<file path="config.mk">
export PLATFORM = sky130hd
export DESIGN_NAME = autobaud_lock
export DESIGN_NICKNAME = d
export VERILOG_FILES = /design/src/rtl/autobaud_pkg.sv /design/src/rtl/autobaud_synchronizer.sv /design/src/rtl/autobaud_measure.sv /design/src/rtl/autobaud_tx.sv /design/src/rtl/autobaud_rx.sv /design/src/rtl/autobaud_lock.sv
export SDC_FILE = /design/constraint.sdc
export NUM_CORES = 1
export LEC_CHECK = 0
export ABC_AREA = 1
export BUFFER_PORTS_ARGS = -buffer_cell sky130_fd_sc_hd__buf_2
export CORE_ASPECT_RATIO = 0.75
export CORE_UTILIZATION = 30
export CTS_CLUSTER_SIZE = 14
export DETAILED_ROUTE_END_ITERATION = 8
export PLACE_DENSITY = 0.56
export SKIP_LAST_GASP = 1
export SLEW_MARGIN = 0
export SYNTH_ARGS = -nofsm -noshare
export SYNTH_HDL_FRONTEND = slang
export SYNTH_SLANG_ARGS = --single-unit
</file>
<file path="constraint.sdc">
create_clock -name clk -period 5.55 [get_ports clk]
set_input_delay 0 -clock clk [delete_from_list [all_inputs] [get_ports clk]]
set_output_delay 0 -clock clk [all_outputs]
set_load 0.02 [all_outputs]
</file>
<file path="src/rtl/autobaud_pkg.sv">
package autobaud_pkg;
  typedef enum logic [1:0] {
    ST_MEASURE,
    ST_ACK,
    ST_CONFIRM,
    ST_LOCKED
  } ab_state_e;

  localparam logic [7:0] CONFIRM_BYTE = 8'h55;
  localparam logic [7:0] ACK_BYTE     = 8'h00;
endpackage

</file>
<file path="src/rtl/autobaud_synchronizer.sv">
module autobaud_synchronizer #(
  parameter int STAGES = 2
) (
  input  logic clk,
  input  logic rst,
  input  logic d_i,
  output logic q_o
);
  logic [STAGES-1:0] chain;

  always_ff @(posedge clk) begin
    if (rst) chain <= '1;
    else     chain <= {chain[STAGES-2:0], d_i};
  end

  assign q_o = chain[STAGES-1];
endmodule

</file>
<file path="src/rtl/autobaud_measure.sv">
module autobaud_measure #(
  parameter int CNT_W   = 16,
  parameter int DIV_W   = 12,
  parameter int MIN_LOW = 7000,
  parameter int MAX_LOW = 25000
) (
  input  logic             clk,
  input  logic             rst,
  input  logic             en_i,
  input  logic             rx_i,
  output logic             valid_o,
  output logic [DIV_W-1:0] div_o
);
  localparam logic [CNT_W-1:0] CNT_MAX = '1;
  localparam logic [CNT_W-1:0] LO_LIM  = CNT_W'(MIN_LOW);
  localparam logic [CNT_W-1:0] HI_LIM  = CNT_W'(MAX_LOW);
  localparam int DIV_LO = (MIN_LOW + 4) / 9;
  localparam int DIV_HI = (MAX_LOW + 4) / 9;

  logic             rx_q;
  logic             armed;
  logic [CNT_W-1:0] cnt;
  logic [CNT_W:0]   rnd_sum;
  logic [CNT_W:0]   rnd_quo;

  assign rnd_sum = {1'b0, cnt} + (CNT_W+1)'(4);
  assign rnd_quo = rnd_sum / (CNT_W+1)'(9);

  always_ff @(posedge clk) begin
    if (rst) begin
      rx_q    <= 1'b1;
      armed   <= 1'b0;
      cnt     <= '0;
      valid_o <= 1'b0;
      div_o   <= '0;
    end else begin
      valid_o <= 1'b0;
      rx_q    <= rx_i;
      if (!en_i) begin
        armed <= 1'b0;
        cnt   <= '0;
      end else if (!armed) begin
        armed <= rx_i;
        cnt   <= '0;
      end else if (!rx_i) begin
        if (rx_q)                cnt <= CNT_W'(1);
        else if (cnt != CNT_MAX) cnt <= cnt + CNT_W'(1);
      end else if (!rx_q) begin
        if (cnt >= LO_LIM && cnt <= HI_LIM) begin
          valid_o <= 1'b1;
          div_o   <= DIV_W'(rnd_quo);
        end
        cnt <= '0;
      end
    end
  end

  AST_CNT_SATURATES: assert property (@(posedge clk) disable iff (rst)
    (en_i && armed && !rx_i && !rx_q && cnt == CNT_MAX) |=> (cnt == CNT_MAX));
  AST_DIV_IN_WINDOW: assert property (@(posedge clk) disable iff (rst)
    valid_o |-> (div_o >= DIV_W'(DIV_LO) && div_o <= DIV_W'(DIV_HI)));
endmodule

</file>
<file path="src/rtl/autobaud_tx.sv">
module autobaud_tx #(
  parameter int DIV_W = 12
) (
  input  logic             clk,
  input  logic             rst,
  input  logic             start_i,
  input  logic [7:0]       data_i,
  input  logic [DIV_W-1:0] div_i,
  output logic             line_o,
  output logic             busy_o
);
  logic [8:0]       shreg;
  logic [3:0]       left;
  logic [DIV_W-1:0] bcnt;

  always_ff @(posedge clk) begin
    if (rst) begin
      line_o <= 1'b1;
      busy_o <= 1'b0;
      shreg  <= '1;
      left   <= '0;
      bcnt   <= '0;
    end else if (!busy_o) begin
      line_o <= 1'b1;
      if (start_i) begin
        busy_o <= 1'b1;
        line_o <= 1'b0;
        shreg  <= {1'b1, data_i};
        left   <= 4'd9;
        bcnt   <= div_i - DIV_W'(1);
      end
    end else if (bcnt != '0) begin
      bcnt <= bcnt - DIV_W'(1);
    end else if (left == '0) begin
      busy_o <= 1'b0;
      line_o <= 1'b1;
    end else begin
      line_o <= shreg[0];
      shreg  <= {1'b1, shreg[8:1]};
      left   <= left - 4'd1;
      bcnt   <= div_i - DIV_W'(1);
    end
  end

  AST_TX_IDLE_HIGH: assert property (@(posedge clk) disable iff (rst)
    !busy_o |-> line_o);
endmodule

</file>
<file path="src/rtl/autobaud_rx.sv">
module autobaud_rx #(
  parameter int DIV_W = 12
) (
  input  logic             clk,
  input  logic             rst,
  input  logic             en_i,
  input  logic             rx_i,
  input  logic [DIV_W-1:0] div_i,
  output logic             valid_o,
  output logic             ok_o,
  output logic [7:0]       data_o,
  output logic             busy_o
);
  logic             rx_q;
  logic [3:0]       idx;
  logic [DIV_W-1:0] bcnt;

  always_ff @(posedge clk) begin
    if (rst) begin
      rx_q    <= 1'b1;
      idx     <= '0;
      bcnt    <= '0;
      valid_o <= 1'b0;
      ok_o    <= 1'b0;
      data_o  <= '0;
      busy_o  <= 1'b0;
    end else begin
      valid_o <= 1'b0;
      rx_q    <= rx_i;
      if (!en_i) begin
        busy_o <= 1'b0;
      end else if (!busy_o) begin
        if (rx_q && !rx_i) begin
          busy_o <= 1'b1;
          idx    <= '0;
          bcnt   <= div_i >> 1;
        end
      end else if (bcnt != '0) begin
        bcnt <= bcnt - DIV_W'(1);
      end else begin
        bcnt <= div_i - DIV_W'(1);
        if (idx == 4'd0) begin
          if (rx_i) busy_o <= 1'b0;
          else      idx    <= 4'd1;
        end else if (idx == 4'd9) begin
          valid_o <= 1'b1;
          ok_o    <= rx_i;
          busy_o  <= 1'b0;
        end else begin
          data_o <= {rx_i, data_o[7:1]};
          idx    <= idx + 4'd1;
        end
      end
    end
  end

  AST_RX_SINGLE_PULSE: assert property (@(posedge clk) disable iff (rst)
    valid_o |=> !valid_o);
endmodule

</file>
<file path="src/rtl/autobaud_lock.sv">
module autobaud_lock
  import autobaud_pkg::*;
#(
  parameter int CNT_W   = 16,
  parameter int DIV_W   = 12,
  parameter int TMO_W   = 8,
  parameter int MIN_LOW = 7000,
  parameter int MAX_LOW = 25000
) (
  input  logic             clk,
  input  logic             rst,
  input  logic             rx_i,
  input  logic [TMO_W-1:0] timeout_bits_i,
  output logic             tx_o,
  output logic             locked_o,
  output logic [DIV_W-1:0] baud_div_o
);
  ab_state_e        state;
  logic             rx_s;
  logic             meas_valid;
  logic [DIV_W-1:0] meas_div;
  logic [DIV_W-1:0] div_reg;
  logic             ack_go;
  logic             tx_busy;
  logic             rx_valid, rx_ok, rx_busy;
  logic [7:0]       rx_byte;
  logic [DIV_W-1:0] tick_cnt;
  logic [TMO_W-1:0] tmo_cnt;

  autobaud_synchronizer #(.STAGES(2)) u_sync (
    .clk(clk), .rst(rst), .d_i(rx_i), .q_o(rx_s)
  );

  autobaud_measure #(
    .CNT_W(CNT_W), .DIV_W(DIV_W), .MIN_LOW(MIN_LOW), .MAX_LOW(MAX_LOW)
  ) u_meas (
    .clk(clk), .rst(rst), .en_i(state == ST_MEASURE), .rx_i(rx_s),
    .valid_o(meas_valid), .div_o(meas_div)
  );

  autobaud_tx #(.DIV_W(DIV_W)) u_tx (
    .clk(clk), .rst(rst), .start_i(state == ST_ACK && !ack_go),
    .data_i(ACK_BYTE), .div_i(div_reg), .line_o(tx_o), .busy_o(tx_busy)
  );

  autobaud_rx #(.DIV_W(DIV_W)) u_rx (
    .clk(clk), .rst(rst), .en_i(state == ST_CONFIRM), .rx_i(rx_s),
    .div_i(div_reg), .valid_o(rx_valid), .ok_o(rx_ok), .data_o(rx_byte),
    .busy_o(rx_busy)
  );

  always_ff @(posedge clk) begin
    if (rst) begin
      state      <= ST_MEASURE;
      div_reg    <= '0;
      ack_go     <= 1'b0;
      tick_cnt   <= '0;
      tmo_cnt    <= '0;
      locked_o   <= 1'b0;
      baud_div_o <= '0;
    end else begin
      unique case (state)
        ST_MEASURE: begin
          if (meas_valid) begin
            div_reg <= meas_div;
            ack_go  <= 1'b0;
            state   <= ST_ACK;
          end
        end
        ST_ACK: begin
          if (!ack_go) begin
            ack_go <= 1'b1;
          end else if (!tx_busy) begin
            tick_cnt <= '0;
            tmo_cnt  <= '0;
            state    <= ST_CONFIRM;
          end
        end
        ST_CONFIRM: begin
          if (rx_valid) begin
            if (rx_ok && rx_byte == CONFIRM_BYTE) begin
              locked_o   <= 1'b1;
              baud_div_o <= div_reg;
              state      <= ST_LOCKED;
            end else begin
              state <= ST_MEASURE;
            end
          end else if (rx_busy) begin
            tick_cnt <= '0;
            tmo_cnt  <= '0;
          end else if (tick_cnt == div_reg - DIV_W'(1)) begin
            tick_cnt <= '0;
            if (tmo_cnt == timeout_bits_i - TMO_W'(1)) state <= ST_MEASURE;
            else tmo_cnt <= tmo_cnt + TMO_W'(1);
          end else begin
            tick_cnt <= tick_cnt + DIV_W'(1);
          end
        end
        default: state <= ST_LOCKED;
      endcase
    end
  end

  AST_LOCK_STICKY: assert property (@(posedge clk) disable iff (rst)
    locked_o |=> locked_o);
  AST_DIV_FROZEN: assert property (@(posedge clk) disable iff (rst)
    locked_o |=> $stable(baud_div_o));
  AST_TX_QUIET_LOCKED: assert property (@(posedge clk) disable iff (rst)
    locked_o |-> tx_o);
  AST_LOCK_NEEDS_55: assert property (@(posedge clk) disable iff (rst)
    $rose(locked_o) |-> $past(rx_valid && rx_ok && rx_byte == CONFIRM_BYTE));
endmodule

</file>
# After elaboration in Yosys (flattened, before gate mapping)
# Index checks and enable logic that the tools add are counted.
[word_totals]
regBits = 135
elab_cells = 170
inputBits = 11
out_inout_bits = 14
[op_classes]
n_bitwise = 9
mux = 66
n_reduce_logical = 35
n_addsub = 10
order_cmp = 2
div = 1
eq_ne = 23
[op_table]
columns = ["cell", "count"]
rows = [
  ["12-bit 2-to-1 mux", 12],
  ["16-bit 2-to-1 mux", 4],
  ["8-bit 2-to-1 mux", 6],
  ["4-bit 2-to-1 mux", 10],
  ["9-bit 2-to-1 mux", 4],
  ["12-bit by 1-bit subtractor with 12-bit output, second input constant", 3],
  ["3-bit != test, second input constant", 8],
  ["12-bit case mux with 2 select lines", 1],
  ["12-bit nonzero test", 2],
  ["5-bit AND reduction", 4],
  ["1-bit 2-to-1 mux", 18],
  ["16-bit by 3-bit adder with 17-bit output, second input constant", 1],
  ["17-bit by 4-bit divider with 17-bit output, second input constant", 1],
  ["16-bit by 1-bit adder with 16-bit output, second input constant", 1],
  ["16-bit by 13-bit >= comparator with 1-bit output, second input constant", 1],
  ["16-bit by 15-bit less-or-equal comparator with 1-bit output, second input constant", 1],
  ["2-bit 2-to-1 mux", 8],
  ["16-bit != test, second input constant", 1],
  ["2-bit != test, second input constant", 8],
  ["8-bit case mux with 2 select lines", 1],
  ["12-bit by 1-bit adder with 12-bit output, second input constant", 1],
  ["12-bit == test", 1],
  ["6-bit AND reduction", 2],
  ["2-bit AND reduction", 5],
  ["other kinds (23)", 42],
]

# Logic depth before layout (Yosys ltp)
# Gate-level depths: netlist of run 1.
[logic_depth]
depth_word = 7
ltp_mapped = 78
ltp_nobuf = 78

# By module
# From an unflattened synthesis of run 1, not the netlist that was laid out.
[unflattened]
cells_unflattened = 1517
hier_area_um2 = 9862.0
[modules_own_cells]
columns = ["module", "seq_area_each_um2", "cells_per_inst", "n_inst", "area_per_inst_um2"]
rows = [
  ["autobaud_measure", 620.6, 547, 1, 3355.7],
  ["autobaud_lock", 960.9, 454, 1, 2987.9],
  ["autobaud_rx", 560.5, 245, 1, 1737.9],
  ["autobaud_tx", 520.5, 264, 1, 1721.7],
  ["autobaud_synchronizer", 40.0, 7, 1, 58.8],
]

# Least setup slack after synthesis of run 1
# No wires, ideal clock.
[synth_timing]
path_type = "register to register"
from = "reg u_meas.cnt[3]"
to = "reg u_meas.div_o[0]"
required_time_ns = 5.441
stages_incl_launch_ff = 64
setup_slack_ns = -0.456
arrival_time_ns = 5.897
n_path_buf = 0
setup_ns = 0.109
period_less_slack_ns = 6.006
cell_sequence = "dfxtp_1 -> ha_1 -> nand3_2 -> nor2_2 -> nand2_1 -> xor2_1 -> inv_1 -> nand3_2 -> nand2_2 -> nand2_1 -> nand2_1 -> inv_2 -> nand2_2 -> a21oi_4 -> nand3_1 -> nand2_1 -> inv_2 -> nand2_4 -> (+28 left out) -> nand2_4 -> nand2_4 -> nand3_1 -> o21ai_1 -> inv_2 -> nand2_4 -> nand2_2 -> nand2_1 -> inv_1 -> ha_1 -> xor2_1 -> nand2_1 -> nand2_1 -> clkinv_1 -> nand2_1 -> nand4_1 -> nand2_1 -> inv_1"
[synth_via]
elab_chain_len = 3
word_cells_on_any_way = 6
cone_classes = "add/sub (1); div (1); order compare (2); reduce/logical (2)"
[synth_rtl]
columns = ["item", "line", "source"]
rows = [
  ["start, declared", "autobaud_measure.sv:22", "logic [CNT_W-1:0] cnt;"],
  ["start signal, assigned", "autobaud_measure.sv:47", "else if (cnt != CNT_MAX) cnt <= cnt + CNT_W'(1);"],
  ["parallel branches: the longest is 3 deep, another holds 16-bit by 3-bit adder with 17-bit output", "--", ""],
  ["end signal, assigned", "autobaud_measure.sv:51", "div_o <= DIV_W'(rnd_quo);"],
  ["end, declared", "autobaud_measure.sv:12", "output logic [DIV_W-1:0] div_o"],
]
# Parallel ways; which one is timed is not known.
# A chain may end at the register's enable or synchronous reset.

# Worst setup path after layout of run 1
[layout_timing]
from = "reg u_meas.cnt[2]"
to = "reg u_meas.div_o[8]"
# The elaborated chain is that of the path after synthesis.

==> results of run 1 <==
## cell usage after synthesis (7+ instances only)
library cell,instances
o211ai_1,14
nor2_1,134
xnor2_1,14
nand3_1,86
clkbuf_1,23
nand3_2,9
o21ai_0,85
a21oi_1,93
nand2_2,31
a221o_1,7
a211oi_1,16
inv_1,186
inv_2,17
ha_1,20
nor3_1,27
xor2_1,45
dfxtp_1,134
nand4_1,30
nand2_1,201
o21ai_1,9
nor4_1,8
nand2_4,10
## timing repair
action,CTS,global route
pin swaps,34,56
gates resized for setup,75,68
endpoints found under the setup margin,3,6
buffers inserted,48,9
hold buffers,1,0
gates cloned,0,0
hold endpoints to repair,1,0
## layout make-up
class                   count  area share, %
repair buffers            186           11.6
inverters                 208           6.81
well taps                 385           4.16
flip-flops and latches    134           23.4
multi-input cells         907           48.6
clock inverters            10           1.24
clock buffers              22           4.19
## placed cells by master (no fill, tap or decap), drive strengths merged, types with 5 or more instances in the layout
master / n
a211oi: 16
a21oi: 94
a221o: 7
a31oi: 6
buf: 185
clkbuf: 22
clkinv: 9
dfxtp: 134
ha: 20
inv: 203
nand2: 242
nand3: 95
nand4: 36
nor2: 143
nor3: 27
nor4: 8
o211ai: 14
o21ai: 95
o221ai: 6
or2: 5
xnor2: 14
xor2: 45
## layer usage
metal,GRT usage [%],vias to the layer above
met2,26.6,197
met3,3.33,32
met5,0,-
met1,23.9,4126
met4,4.34,0
li1,-,4611
## final timing paths
kind	to	depth (start not counted)
hold / removal	locked_o	3
setup reg to reg	u_meas.div_o[8]	57
setup / recovery	u_meas.div_o[8]	57
hold reg to reg	u_sync.chain[1]	1
## power breakdown
group / total [mW] / internal, mW / switching [mW]
logic: 0.684 / 0.230 / 0.454
registers: 1.13 / 1.06 / 0.0734
clock network: 1.20 / 0.759 / 0.440
## stage by stage
step | std cells | worst slack [ns] | hold slack [ns]
2_1_floorplan | 1277 | -0.240 | 0.104
4_1_cts | 1843 | -0.683 | 0.211
5_1_grt | 1852 | -1.41 | 0.241
3_5_place_dp | 1762 | -0.897 | 0.234
6_report | 1852 | -1.01 | 0.228
3_3_place_gp | 1762 | -0.683 | 0.238
## worst min-delay path: stages
cell and delay (ns):
buf_2 0.10, buf_4 0.32, nor2_1 0.17
## kinds of logic (layout without fill, tap and decap cells)
group / Yosys count / after routing
xor gates and xnor gates: 59 / 59
buffers and inverters: 236 / 426
AOI/OAI and AO/OA: 263 / 263
adders and majority gates: 20 / 20
and+or+nand+nor: 565 / 565
DFF: 134 / 134
==> results.py, run 1 <==
metrics = {
    "run_status": {
        "status": "complete, but fails checks",
        "failed_checks": "negative setup slack",
    },
    "yosys": {
        "postSynthCellCount": 1277,
        "synth_mux_area_share_pct": 0,
        "synth_edf_count": 0,
        "synth_warnings": 0,
        "synth_compound_area_share_pct": 18.0,
        "syn-mean-instance-area_sq_um": 6.73,
        "synth_seq_cells": 134,
        "synth.distinct_cells": 52,
        "synth_top_area_share_pct": 31.2,
        "syn-cell-area_sq_um": 8590,
        "synth-main-ff-cell": "dfxtp_1",
        "yosys.area_share.adder_pct": 2.91,
        "syn_nets": 1308,
        "yosysTopAreaCell": "dfxtp_1",
        "ys_seq_area_share_pct": 31.2,
        "synth_top_family_by_area": "simple AND/OR/NAND/NOR gates",
        "synthXorXnorAreaFrac_pct": 6.02,
        "postSynth.asyncResetShare_pct": 0,
        "yosys-top-cells-area": "dfxtp_1 31%, nand2_1 8.8%, inv_1 8.1%",
        "yosys.area_share.simple_pct": 31.4,
    },
    "route": {
        "routedLengthMet1_um": 12500,
        "routed_wl_um": 24600,
        "first_pass_iters": 5,
        "wl_per_cell_um": 13.3,
        "drc": 0,
        "drt-vias-per-instance": 4.84,
        "dr.first_iter.drc_count": 513,
        "routed.top_layer": "met4",
        "vias": 8966,
        "antenna_left": 0,
        "wl_met2_um": 10600,
        "met3WireLength_um": 1140,
    },
    "placed_design": {
        "routabilityCongestion": 0.894,
        "io_buffers": 24,
        "place_area_sq_um": 9960,
        "hpwl_um": 17100,
    },
    "layout": {
        "multi_input_area_sq_um": 5630,
        "fillCellCount": 2912,
        "syn_to_final_growth_pct": 34.8,
        "drive_gt1_share_pct": 27.2,
        "regArea_sq_um": 2710,
        "design_area_sq_um": 11600,
        "nets": 1485,
        "utilization_pct": 41.3,
        "diodes": 0,
        "largest_reg_flops": 16,
        "regMostFlops": "u_meas.cnt",
    },
    "power_and_ir_drop": {
        "fin_total_pwr_mw": 3.01,
        "p_leak_nw": 5.20,
        "peakVddDrop_mv": 0.151,
        "p_per_area_nw_per_um2": 260,
    },
    "sta": {
        "hold_viol": 0,
        "finalSetupViolCount": 5,
        "fmax_ghz": 0.152,
        "rsz0062_at_grt": "yes",
        "slew_violations": 0,
        "fin_tns_setup_ns": -3.42,
        "worst_slack_ns": -1.01,
        "worst_pin_slew_ns": 0.861,
        "finClkSkew_ns": 0.00688,
        "post-route-period-util_pct": 118,
        "max_slew_margin_pct": 42.3,
        "period_needed_ns": 6.56,
    },
    "setup_path": {
        "criticalPathCategory": "register to register",
        "cp_slowest_stage_delay_ns": 0.37,
        "required_ns": 5.87,
        "crit_path_start_kind": "register",
        "worstPathArrival_ns": 6.88,
        "crit_top_cell": "buf_4",
        "critPathLaunch": "u_meas.cnt[2]",
        "reg2reg_slack_ns": -1.01,
        "worstReg2RegStart": "u_meas.cnt[2]",
        "critical-path-top-delay-family": "buffers and inverters",
        "critPathCaptureType": "register",
        "crit_fanout": 7,
        "critPathBufInv": 32,
        "slowest_stage": "dfxtp_4",
    },
    "die": {
        "design.die.area_sq_um": 29300,
        "core_area_sq_um": 28100,
        "dieHeight_um": 149,
        "initial_utilization_pct": 30.6,
        "dieWidth_um": 197,
        "io_pins": 25,
        "fp-row-count": 53,
    },
    "global_routing": {
        "grt_usage_pct": 17.1,
        "grt_first_pass_wirelength_um": 40900,
        "antenna_found_initial": 0,
        "grt_pass1_vias": 8501,
        "grt_max_degree": 60,
        "grt_overflow": 0,
    },
    "clocking": {
        "cts_made_buffers": 17,
        "clockBufferDepth": 2,
        "clock-sinks": 134,
        "worstSkewPairLatency_ns": 0.42,
        "cts_tree": "yes",
        "clkTransAtPathRegs_ns": 0.06,
        "clock-root-buffer": "clkbuf_16",
        "cts_max_level": 4,
    },
    "job": {
        "drv_cap": 0,
    },
    "hold_path": {
        "min_from": "rst",
        "hold_class": "input port to register",
    },
}
No activity file was read; power rests on OpenSTA's default activity.
==> run 2: changes to the inputs <==
CORE_MARGIN = 8   (was unset)
PLACE_DENSITY = unset   (was 0.56)
==> run 2 against run 1 <==
  * The run still ends with negative setup slack left
  * Power is 2.1% lower
  * Fmax is 0.10% lower
  * Core utilization is 0.44 points higher
  * Register-to-register slack hardly changed
  * Design area is 1.3% higher
  * Critical path depth is 11 higher
  * Critical endpoint is now u_meas.div_o[0]
  * Highest routed layer unchanged
==> results.py, run 2 (synthesis gave the netlist of run 1 again) <==
metrics = {
    "setup_path": {
        "crit_top_cell": "nand2_2",
        "cp_slowest_stage_delay_ns": 0.38,
        "required_ns": 5.93,
        "crit_path_start_kind": "register",
        "critical-path-top-delay-family": "simple AND/OR/NAND/NOR gates",
        "crit_fanout": 7,
        "reg2reg_slack_ns": -1.02,
        "worstPathArrival_ns": 6.95,
        "worstReg2RegStart": "u_meas.cnt[2]",
        "critPathCaptureType": "register",
        "criticalPathCategory": "register to register",
        "slowest_stage": "dfxtp_4",
        "critPathBufInv": 12,
        "critPathLaunch": "u_meas.cnt[2]",
    },
    "route": {
        "dr.first_iter.drc_count": 633,
        "drc": 0,
        "first_pass_iters": 5,
        "wl_per_cell_um": 13.6,
        "routed_wl_um": 25600,
        "drt-vias-per-instance": 4.88,
        "vias": 9162,
        "antenna_left": 0,
    },
    "global_routing": {
        "grt_pass1_vias": 8519,
        "grt_util_met2_pct": 22.5,
        "grt_first_pass_wirelength_um": 41900,
        "grt_usage_pct": 14.6,
        "grt_overflow": 0,
        "antenna_found_initial": 0,
        "grt_max_degree": 60,
        "met3_usage_pct": 3.35,
        "grt_use_met1_pct": 20.1,
        "top_usage_layer": "met2",
    },
    "die": {
        "io_pins": 25,
        "design.die.area_sq_um": 34400,
        "initial_utilization_pct": 30.6,
        "core_area_sq_um": 28100,
        "dieWidth_um": 211,
        "dieHeight_um": 163,
        "fp-row-count": 53,
    },
    "clocking": {
        "worstSkewPairLatency_ns": 0.44,
        "cts_made_buffers": 17,
        "cts_max_level": 4,
        "clkTransAtPathRegs_ns": 0.07,
        "clock-root-buffer": "clkbuf_16",
        "clockBufferDepth": 2,
        "cts_tree": "yes",
        "clock-sinks": 134,
    },
    "sta": {
        "fmax_ghz": 0.152,
        "finalSetupViolCount": 6,
        "slew_violations": 0,
        "post-route-period-util_pct": 118,
        "fin_tns_setup_ns": -4.46,
        "period_needed_ns": 6.57,
        "max_slew_margin_pct": 40.8,
        "worst_slack_ns": -1.02,
        "worst_pin_slew_ns": 0.884,
        "rsz0062_at_grt": "yes",
        "finClkSkew_ns": 0.0127,
        "hold_viol": 0,
    },
    "power_and_ir_drop": {
        "p_leak_nw": 5.33,
        "p_per_area_nw_per_um2": 251,
        "peakVddDrop_mv": 0.143,
        "fin_total_pwr_mw": 2.95,
    },
    "job": {
        "drv_cap": 0,
    },
    "run_status": {
        "failed_checks": "negative setup slack",
        "status": "complete, but fails checks",
    },
    "placed_design": {
        "hpwl_um": 17500,
        "io_buffers": 24,
        "place_area_sq_um": 10000,
        "routabilityCongestion": 0.882,
        "place_ws_ns": -0.904,
    },
    "layout": {
        "syn_to_final_growth_pct": 36.6,
        "final_common_cell": "buf_4",
        "utilization_pct": 41.7,
        "regMostFlops": "u_meas.cnt",
        "largest_reg_flops": 16,
        "design_area_sq_um": 11700,
        "diodes": 0,
        "drive_gt1_share_pct": 28.6,
        "fillCellCount": 2891,
        "final_cell_mix": "183 x buf_4, 177 x inv_1, 159 x nand2_1",
        "nets": 1510,
    },
    "hold_path": {
        "hold_class": "input port to register",
        "min_from": "rst",
    },
}
## run 2: cell types whose count changed in the layout (fill, tap and decap cells not counted), sizes merged
cell / change
clkbuf: +2
clkinvlp: -2
buf: +25
bufinv: -1
clkinv: +1
## run 2: timing repair
action,4_1_cts,5_1_grt
gates cloned,0,0
hold endpoints to repair,1,0
setup buffers,61,14
pin swaps,20,36
resized for setup,82,60
endpoints found under the setup margin,3,7
hold buffers,1,0
## run 2: final timing paths
kind / end / cells past startpoint
max reg2reg: u_meas.div_o[0] / 68
min reg2reg: u_sync.chain[1] / 1
max: u_meas.div_o[0] / 68
min: u_tx.left[1] / 3
## run 2: stage by stage
step	cells	hold WS, ns
3_5_place_dp	1769	0.213
4_1_cts	1863	0.196
6_report	1877	0.211
3_3_place_gp	1769	0.209
5_1_grt	1877	0.235
2_1_floorplan	1277	0.104
## run 2: final cells by class
| cell class | instances | area, sq um | share of cell area [%] |
|---|---|---|---|
| Multi-Input combinational cell | 907 | 5620 | 47.9 |
| Sequential cell | 134 | 2700 | 23.0 |
| Timing Repair Buffer | 211 | 1550 | 13.2 |
| Inverter | 208 | 791 | 6.74 |
| Clock buffer | 24 | 492 | 4.19 |
| Tap cell | 385 | 482 | 4.11 |
| Clock inverter | 8 | 96.3 | 0.821 |
## run 2: worst reg2reg max path, delay by kind of cell (launching register included)
family          cells  cell delay [ns]
fa+ha+maj           1             0.17
compound gates      3             0.44
xor+xnor            1             0.15
flops               1             0.38
simple gates       51             4.39
buf+inv            12             0.96
## run 2: power by group
group	internal [mW]	switching, mW	leakage [nW]
clock network	0.706	0.436	0.290
registers	1.06	0.0721	1.09
logic	0.229	0.450	3.95
## run 2: per-layer routing
layer	wire length (um)	up-vias
met5	0	-
met1	12600	4281
met3	1270	26
met2	11500	202
li1	-	4653
met4	342	0
